## src/rtl/adc_scan_pkg.sv

```systemverilog
package adc_scan_pkg;
  typedef enum logic [1:0] {
    MODE_SHOT_RS = 2'b00,
    MODE_SHOT    = 2'b01,
    MODE_CONT    = 2'b10,
    MODE_PAUSE   = 2'b11
  } scan_mode_e;

  typedef enum logic [1:0] {
    ST_IDLE,
    ST_ISSUE,
    ST_WAIT,
    ST_HOLD
  } scan_st_e;

  typedef enum logic [1:0] {
    CH_KEEP,
    CH_FIRST,
    CH_ADV
  } ch_op_e;
endpackage

```

## src/rtl/rst_sync.sv

```systemverilog
module rst_sync (
  input  logic clk,
  input  logic rst_n,
  output logic rst_n_sync
);
  logic [1:0] stage_q;

  always_ff @(posedge clk or negedge rst_n) begin
    if (!rst_n) stage_q <= 2'b00;
    else        stage_q <= {stage_q[0], 1'b1};
  end

  assign rst_n_sync = stage_q[1];
endmodule

```

## src/rtl/scan_fsm.sv

```systemverilog
module scan_fsm
  import adc_scan_pkg::*;
(
  input  logic     clk,
  input  logic     rst_n,
  input  logic [1:0] mode,
  input  logic     trig,
  input  logic     stop_req,
  input  logic     conv_done,
  input  logic     at_last,
  output ch_op_e   ch_op,
  output logic     capture,
  output logic     issue,
  output logic     active
);
  scan_st_e   st_q, st_d;
  scan_mode_e md;
  logic       stop_ok;

  assign md      = scan_mode_e'(mode);
  assign stop_ok = stop_req && (md == MODE_CONT || md == MODE_PAUSE);

  always_comb begin
    st_d    = st_q;
    ch_op   = CH_KEEP;
    capture = 1'b0;
    case (st_q)
      ST_IDLE: begin
        if (trig && !stop_ok) begin
          st_d  = ST_ISSUE;
          ch_op = CH_FIRST;
        end
      end
      ST_ISSUE: begin
        st_d = stop_ok ? ST_IDLE : ST_WAIT;
      end
      ST_WAIT: begin
        if (stop_ok) begin
          st_d = ST_IDLE;
        end else if (md == MODE_SHOT_RS && trig) begin
          st_d  = ST_ISSUE;
          ch_op = CH_FIRST;
        end else if (conv_done) begin
          capture = 1'b1;
          if (md == MODE_PAUSE) begin
            st_d = ST_HOLD;
          end else if (at_last && md != MODE_CONT) begin
            st_d = ST_IDLE;
          end else begin
            st_d  = ST_ISSUE;
            ch_op = CH_ADV;
          end
        end
      end
      ST_HOLD: begin
        if (stop_ok) begin
          st_d = ST_IDLE;
        end else if (trig) begin
          st_d  = ST_ISSUE;
          ch_op = CH_ADV;
        end
      end
      default: st_d = ST_IDLE;
    endcase
  end

  always_ff @(posedge clk or negedge rst_n) begin
    if (!rst_n) st_q <= ST_IDLE;
    else        st_q <= st_d;
  end

  assign issue  = (st_q == ST_ISSUE);
  assign active = (st_q != ST_IDLE);
endmodule

```

## src/rtl/chan_ptr.sv

```systemverilog
module chan_ptr
  import adc_scan_pkg::*;
#(
  parameter int CH_W = 4
) (
  input  logic            clk,
  input  logic            rst_n,
  input  ch_op_e          ch_op,
  input  logic [CH_W-1:0] first_ch,
  input  logic [CH_W-1:0] last_ch,
  output logic [CH_W-1:0] chan,
  output logic            at_last
);
  logic [CH_W-1:0] chan_q, chan_d;
  logic            chan_en;

  assign at_last = (chan_q == last_ch);
  assign chan_en = (ch_op != CH_KEEP);

  always_comb begin
    if (ch_op == CH_FIRST || at_last) chan_d = first_ch;
    else                              chan_d = chan_q + CH_W'(1);
  end

  always_ff @(posedge clk or negedge rst_n) begin
    if (!rst_n)       chan_q <= '0;
    else if (chan_en) chan_q <= chan_d;
  end

  assign chan = chan_q;
endmodule

```

## src/rtl/result_latch.sv

```systemverilog
module result_latch #(
  parameter int RES_W    = 10,
  parameter int NARROW_W = 8
) (
  input  logic             clk,
  input  logic             rst_n,
  input  logic             issue,
  input  logic             capture,
  input  logic             res8,
  input  logic [RES_W-1:0] raw,
  output logic [RES_W-1:0] result,
  output logic             result_ok,
  output logic             done
);
  localparam int DROP = RES_W - NARROW_W;

  logic [RES_W-1:0] narrow;
  logic [RES_W-1:0] res_d;
  logic             res8_snap_q;
  logic [RES_W-1:0] result_q;
  logic             ok_q, done_q;

  generate
    if (DROP > 0) begin : g_narrow
      assign narrow = {{DROP{1'b0}}, raw[RES_W-1 -: NARROW_W]};
    end else begin : g_same
      assign narrow = raw;
    end
  endgenerate

  assign res_d = res8 ? narrow : raw;

  always_ff @(posedge clk or negedge rst_n) begin
    if (!rst_n)     res8_snap_q <= 1'b0;
    else if (issue) res8_snap_q <= res8;
  end

  always_ff @(posedge clk or negedge rst_n) begin
    if (!rst_n) begin
      result_q <= '0;
      ok_q     <= 1'b0;
    end else if (capture) begin
      result_q <= res_d;
      ok_q     <= (res8 == res8_snap_q);
    end
  end

  always_ff @(posedge clk or negedge rst_n) begin
    if (!rst_n) done_q <= 1'b0;
    else        done_q <= capture;
  end

  assign result    = result_q;
  assign result_ok = ok_q;
  assign done      = done_q;
endmodule

```

## src/rtl/adc_scan_seq.sv

```systemverilog
module adc_scan_seq
  import adc_scan_pkg::*;
#(
  parameter int CH_W     = 4,
  parameter int RES_W    = 10,
  parameter int NARROW_W = 8
) (
  input  logic             clk,
  input  logic             rst_n,
  input  logic [1:0]       mode,
  input  logic             res8,
  input  logic [CH_W-1:0]  first_ch,
  input  logic [CH_W-1:0]  last_ch,
  input  logic             sw_trig,
  input  logic             ext_trig,
  input  logic             busy_clr,
  output logic             conv_start,
  input  logic             conv_done,
  input  logic [RES_W-1:0] conv_data,
  output logic [CH_W-1:0]  chan,
  output logic [RES_W-1:0] result,
  output logic             result_ok,
  output logic             done,
  output logic             busy
);
  logic   rst_n_s;
  logic   trig;
  logic   at_last;
  logic   capture;
  ch_op_e ch_op;

  assign trig = sw_trig | ext_trig;

  rst_sync u_rst (
    .clk        (clk),
    .rst_n      (rst_n),
    .rst_n_sync (rst_n_s)
  );

  scan_fsm u_fsm (
    .clk       (clk),
    .rst_n     (rst_n_s),
    .mode      (mode),
    .trig      (trig),
    .stop_req  (busy_clr),
    .conv_done (conv_done),
    .at_last   (at_last),
    .ch_op     (ch_op),
    .capture   (capture),
    .issue     (conv_start),
    .active    (busy)
  );

  chan_ptr #(.CH_W(CH_W)) u_chan (
    .clk      (clk),
    .rst_n    (rst_n_s),
    .ch_op    (ch_op),
    .first_ch (first_ch),
    .last_ch  (last_ch),
    .chan     (chan),
    .at_last  (at_last)
  );

  result_latch #(.RES_W(RES_W), .NARROW_W(NARROW_W)) u_res (
    .clk       (clk),
    .rst_n     (rst_n_s),
    .issue     (conv_start),
    .capture   (capture),
    .res8      (res8),
    .raw       (conv_data),
    .result    (result),
    .result_ok (result_ok),
    .done      (done)
  );
endmodule

```

## config.mk

```make
export PLATFORM = sky130hd
export DESIGN_NAME = adc_scan_seq
export DESIGN_NICKNAME = d
export VERILOG_FILES = /design/src/rtl/adc_scan_pkg.sv /design/src/rtl/rst_sync.sv /design/src/rtl/scan_fsm.sv /design/src/rtl/chan_ptr.sv /design/src/rtl/result_latch.sv /design/src/rtl/adc_scan_seq.sv
export SDC_FILE = /design/constraint.sdc
export NUM_CORES = 1
export LEC_CHECK = 0
export ABC_CLOCK_PERIOD_IN_PS = 1700
export BUFFER_PORTS_ARGS = -buffer_cell sky130_fd_sc_hd__clkbuf_2
export CAP_MARGIN = 20
export CORE_MARGIN = 2
export CORE_UTILIZATION = 50
export CTS_CLUSTER_SIZE = 28
export DETAILED_ROUTE_END_ITERATION = 6
export PLACE_DENSITY = 0.9
export SLEW_MARGIN = 15
export SYNTH_ARGS = -nofsm -noshare
export SYNTH_HDL_FRONTEND = slang
export SYNTH_HIERARCHICAL = 1
export SYNTH_SLANG_ARGS = --single-unit
```

## constraint.sdc

```tcl
create_clock -name clk -period 1.7 [get_ports clk]
set_input_delay 0.425 -clock clk [delete_from_list [all_inputs] [get_ports clk]]
set_output_delay 0.425 -clock clk [all_outputs]
set_load 0.03 [all_outputs]
```

# Word-level counts from Yosys, hierarchy flattened
# Index checks and enable logic that the tools add are counted.
# op_classes
add_sub_neg	1
n_eq_ne	12
n_mux	25
bitwise	1
reduce_logical	12
# op_table
op	count
$mux 2	15
$mux 10	1
$eq 2x2->1 const B	4
$pmux 2 s4	1
$mux 1	6
$pmux 2 s3	1
$add 4x1->4 const B	1
$eq 2x1->1 const B	2
$eq 4x4->1	1
$logic_and 1x1->1	4
$logic_not 2->1	2
$mux 4	1
$ne 4x2->1 const B	1
$reduce_bool 2->1	2
$ne 3x1->1 const B	1
$reduce_and 3->1	1
$logic_or 1x1->1	2
$ne 2x1->1 const B	1
$ne 2x2->1 const B	1
$eq 1x1->1	1
$logic_not 1->1	1
$or 1x1->1	1
# totals
register_bits	21
inputBits	27
output_inout_bits	18
wordCells	58

# Longest topological paths before layout
# logic_depth
depth_word	11
mapped_depth	10
depth_no_buf	9

# Cells and area by module
# The synthesis kept the hierarchy.
# modules_own_cells
module	instances	cells_each	area_each_um2	seq_area_each_um2
result_latch	1	49	559.3	325.3
chan_ptr	1	35	340.3	100.1
scan_fsm	1	27	227.7	50.0
rst_sync	1	3	53.8	50.0
adc_scan_seq	1	1	6.3	0.0

# Worst setup path before layout
# OpenSTA, ideal clock, no wires.
# synth_timing
path_kind	register to register
start	reg u_chan.chan_q[0] (netlist: u_chan/chan[0])
end	reg u_chan.chan_q[2] (netlist: u_chan/chan[2])
t_arrival_ns	2.041
path_slack_ns	-0.473
stages_incl_launch_ff	10
n_path_buf	0
path_cell_list	dfrtp_1 > xnor2_2 > nand4_2 > inv_2 > nor2b_1 > a2111o_1 > o22ai_2 > and2b_2 > a22oi_1 > nand4_1
# synth_between
elab_chain_cells	11
word_cells_on_any_way	13
cone_classes	1 x add/sub; 2 x eq/ne; 7 x mux; 3 x reduce/logical
# synth_rtl
item	line	text
start: declaration	chan_ptr.sv:14	logic [CH_W-1:0] chan_q, chan_d;
start signal: assignment	chan_ptr.sv:27	else if (chan_en) chan_q <= chan_d;
$eq 4x4->1 (*)	chan_ptr.sv:17	assign at_last = (chan_q == last_ch);
via at_last	adc_scan_seq.sv:28	logic at_last;
$logic_and 1x1->1 (*)	scan_fsm.sv:47	end else if (at_last && md != MODE_CONT) begin
$mux 2 (*)	scan_fsm.sv:47	
$mux 2 (*)	scan_fsm.sv:45	if (md == MODE_PAUSE) begin
$mux 2 (*)	scan_fsm.sv:43	end else if (conv_done) begin
$mux 2 (*)	scan_fsm.sv:40	end else if (md == MODE_SHOT_RS && trig) begin
$mux 2 (*)	scan_fsm.sv:38	if (stop_ok) begin
$pmux 2 s3 (*)	scan_fsm.sv:27	case (st_q)
via ch_op[1]	adc_scan_seq.sv:30	ch_op_e ch_op;
$eq 2x1->1	chan_ptr.sv:21	if (ch_op == CH_FIRST || at_last) chan_d = first_ch;
$logic_or 1x1->1	chan_ptr.sv:21	
$mux 4	chan_ptr.sv:21	
# Mark *: on every way through the listed nets, which the timed path passes. The rest lies on a longest branch.
# A chain may end at the register's enable or synchronous reset.

# Final worst setup path
# layout_timing
start	reg u_chan.chan_q[3] (netlist: u_chan/chan[3])
end	reg u_chan.chan_q[3] (netlist: u_chan/chan[3])
# Same word-level chain as after synthesis.

==> results.ini <==
[logic_synthesis]
syn_avg_cell_area_sq_um=10.3
synth_common_cells=21 x dfrtp_1, 12 x nor2_1, 10 x a21oi_1
syn_area_sq_mm=0.00119
synth-simple-area-share_pct=22.9
ys.flop_type=dfrtp_1
synth-edff-count=0
async_flop_share_pct=100
mappedNetlistNets=143
synthAdderAreaFrac_pct=1.05
synthDistinctLibCells=41
synth-compound-area-share_pct=12.5
synth_most_common_cell=dfrtp_1
synth.area.mux_share_pct=9.48
yosysTopAreaCell=dfrtp_1
synth_top_family_by_area=simple AND/OR/NAND/NOR gates
synth_top_area_share_pct=44.3
yosys-top-cells-area=dfrtp_1 44%, mux2i_1 7.6%, a21oi_1 4.2%
synth_xor_area_share_pct=4.95
ys_ff_latch=21
syn-instance-count=115
yosysSeqAreaShare_pct=44.3
yosys_warnings=6

[power_and_ir_drop]
clock_power_share_pct=7.5
p_leak_nw=0.923
p_int_w=0.00181
p_switching_w=0.00168
p_seq_share_pct=27.6
switching_share_pct=48.0
power.density_mw_per_mm2=1770
comb_power_share_pct=64.9
ir_drop_v=0.00133

[die]
num_rows=17
die_x_um=52.7
die_area_sq_mm=0.00278
core-area_sq_mm=0.00223
boundaryPins=45
start_util_pct=53.2
die_y_um=52.7

[placement]
gp_congestion=0.897
hpwl_mm=2.28
dpl_cell_area_sq_mm=0.00160
io_buffers=44

[critical_path]
worstSetupStartpointType=flop
cp_data_arrival_time_ns=2.32
cp.required_ns=1.90
endpoint_kind=flop
cp_max_fo=13
crit_type=flop to flop

[finish]
seq_area_sq_um=532
area_growth_pct=65.6
multi_input_area_sq_um=788
nFillCells=117
drive_above_1_share_pct=66.7
diodes=0
fin_area_sq_mm=0.00197
fin_nets=221

[drt]
drcViolationCount=0
antenna_left=0
routedWlPerCell_um=22.7
num_vias=1338
dr.pass1.iters=4
finalWirelength_mm=4.99
via_per_inst=6.08
drtIter0Drc=54

[worst_hold_path]
hp-class=flop to async pin

[global_route]
grt_pass1_vias=1224
grt_overflow_total=0
grt_first_pass_wirelength_mm=5.90
grt_start_max_net_pins=17
antenna_found_initial=0
grt_usage_pct=29.7

[cts]
worstSkewPairLatency_ns=0.32
cts_buffers=3
cts_max_path_buffers=2
clk_pin_slew_ns=0.14
cts_sinks=21
htree_levels=1
cts_root_buf=clkbuf_4
cts_tree=done

[sta]
setup_viol=17
fin_crit_sh_pct=125
setup_slack_ns=-0.420
finalClockSkew_ns=0.0156
fin_setup_tns_ns=-2.78
finalCriticalPeriod_ns=2.12
hold_viol_final=0
rsz0062_at_grt=yes
final_max_slew_viol_count=0
fmax_mhz=472

[run_status]
violations=setup timing
status=complete, but fails checks

[flow_run]
drv_cap=0

## power by group through the flow
stage	combinational, W	sequential [W]	clock [W]
floorplan	0.000739	0.00125	0
global placement	0.00160	0.000879	0
detailed placement	0.00166	0.000891	0
CTS	0.00188	0.000911	0.000245
global route	0.00234	0.000980	0.000281
finish	0.00226	0.000963	0.000263
## per-layer routing
metal | GRT usage (%) | wire length [um] | vias up
li1 | - | - | 565
met5 | 0 | 0 | -
met1 | 36.6 | 1860 | 650
met2 | 52.1 | 2520 | 91
met3 | 4.57 | 299 | 32
met4 | 10.7 | 314 | 0
## cell families after synthesis
| kind of cell | Yosys count |
|---|---|
| AO/OA/AOI/OAI | 22 |
| buffers and inverters | 9 |
| other | 1 |
| flip-flops | 21 |
| multiplexers | 11 |
| AND/OR/NAND/NOR | 45 |
| adder cells (fa/ha/maj) | 1 |
| XOR/XNOR | 5 |
## registers in the layout (all words and copies together) (netlist names)
name               count
u_res/res8_snap_q      1
u_res/result          10
u_res/result_ok        1
u_fsm/st_q             2
u_res/done             1
u_rst/stage_q          2
u_chan/chan            4
## through the flow
step                util, %  cells  setup slack [ns]  total power [W]  hold slack [ns]
floorplan                 -    115            -0.359          0.00199            0.129
global route           88.1    220            -0.401          0.00360           0.0803
global placement       71.8    203            -0.334          0.00248           0.0459
CTS                    81.7    217            -0.212          0.00304           0.0595
detailed placement     71.8    203            -0.390          0.00255           0.0521
finish                 88.1    220            -0.420          0.00349           0.0634
## final cells by class
type,count,share of cell area [%]
Multi-Input combinational cell,85,40.1
Timing Repair Buffer,78,28.9
Sequential cell,21,27.0
Tap cell,28,1.78
Clock buffer,3,1.15
Inverter,4,0.763
Clock inverter,1,0.254
## final timing paths
check	startpoint	depth (start not counted)	slack, ns	endpoint
max	u_chan/chan[3]	10	-0.42	u_chan/chan[3]
min	u_rst/stage_q[1]	0	0.06	u_res/result[1]
max reg2reg	u_chan/chan[3]	10	-0.42	u_chan/chan[3]
min reg2reg	u_rst/stage_q[1]	0	0.06	u_res/result[1]
max in group asynchronous	u_rst/stage_q[1]	1	1.17	u_chan/chan[2]
min in group clk	u_rst/stage_q[0]	0	0.38	u_rst/stage_q[1]
## placed cells by master, fill, tap and decap left out, types with 2 or more instances in the layout
master,synthesis,final
a22oi_2,0,3
buf_6,2,7
a21oi_1,10,2
mux2i_1,9,9
o21ai_1,0,2
clkbuf_4,0,3
xnor2_2,2,4
clkbuf_2,0,40
nand4b_1,2,2
nor3_1,2,2
a21oi_2,1,7
nor3b_1,4,2
nand3b_1,4,4
inv_1,3,3
nor2_1,12,3
dfrtp_1,21,16
nand3_1,7,7
dfrtp_2,0,5
nor2_4,0,8
a21oi_4,0,2
buf_4,1,25
## worst max-delay path, stage by stage (launching register included)
cell	delay [ns]
dfrtp_2	0.45
xnor2_2	0.16
nand4_2	0.15
inv_2	0.09
nor2b_4	0.14
a2111o_1	0.13
o22ai_2	0.09
buf_6	0.16
and3_1	0.17
o21ai_0	0.30
nand3_1	0.16
## what timing repair did
item,4_1_cts,5_1_grt
buffers inserted,7,4
pin swaps,10,10
cloned,2,1
resized for setup,20,41
endpoints found under the hold margin,2,0
hold buffers,1,0
endpoints found under the setup margin,10,18
Note: power is estimated with default switching activity, not from simulation.
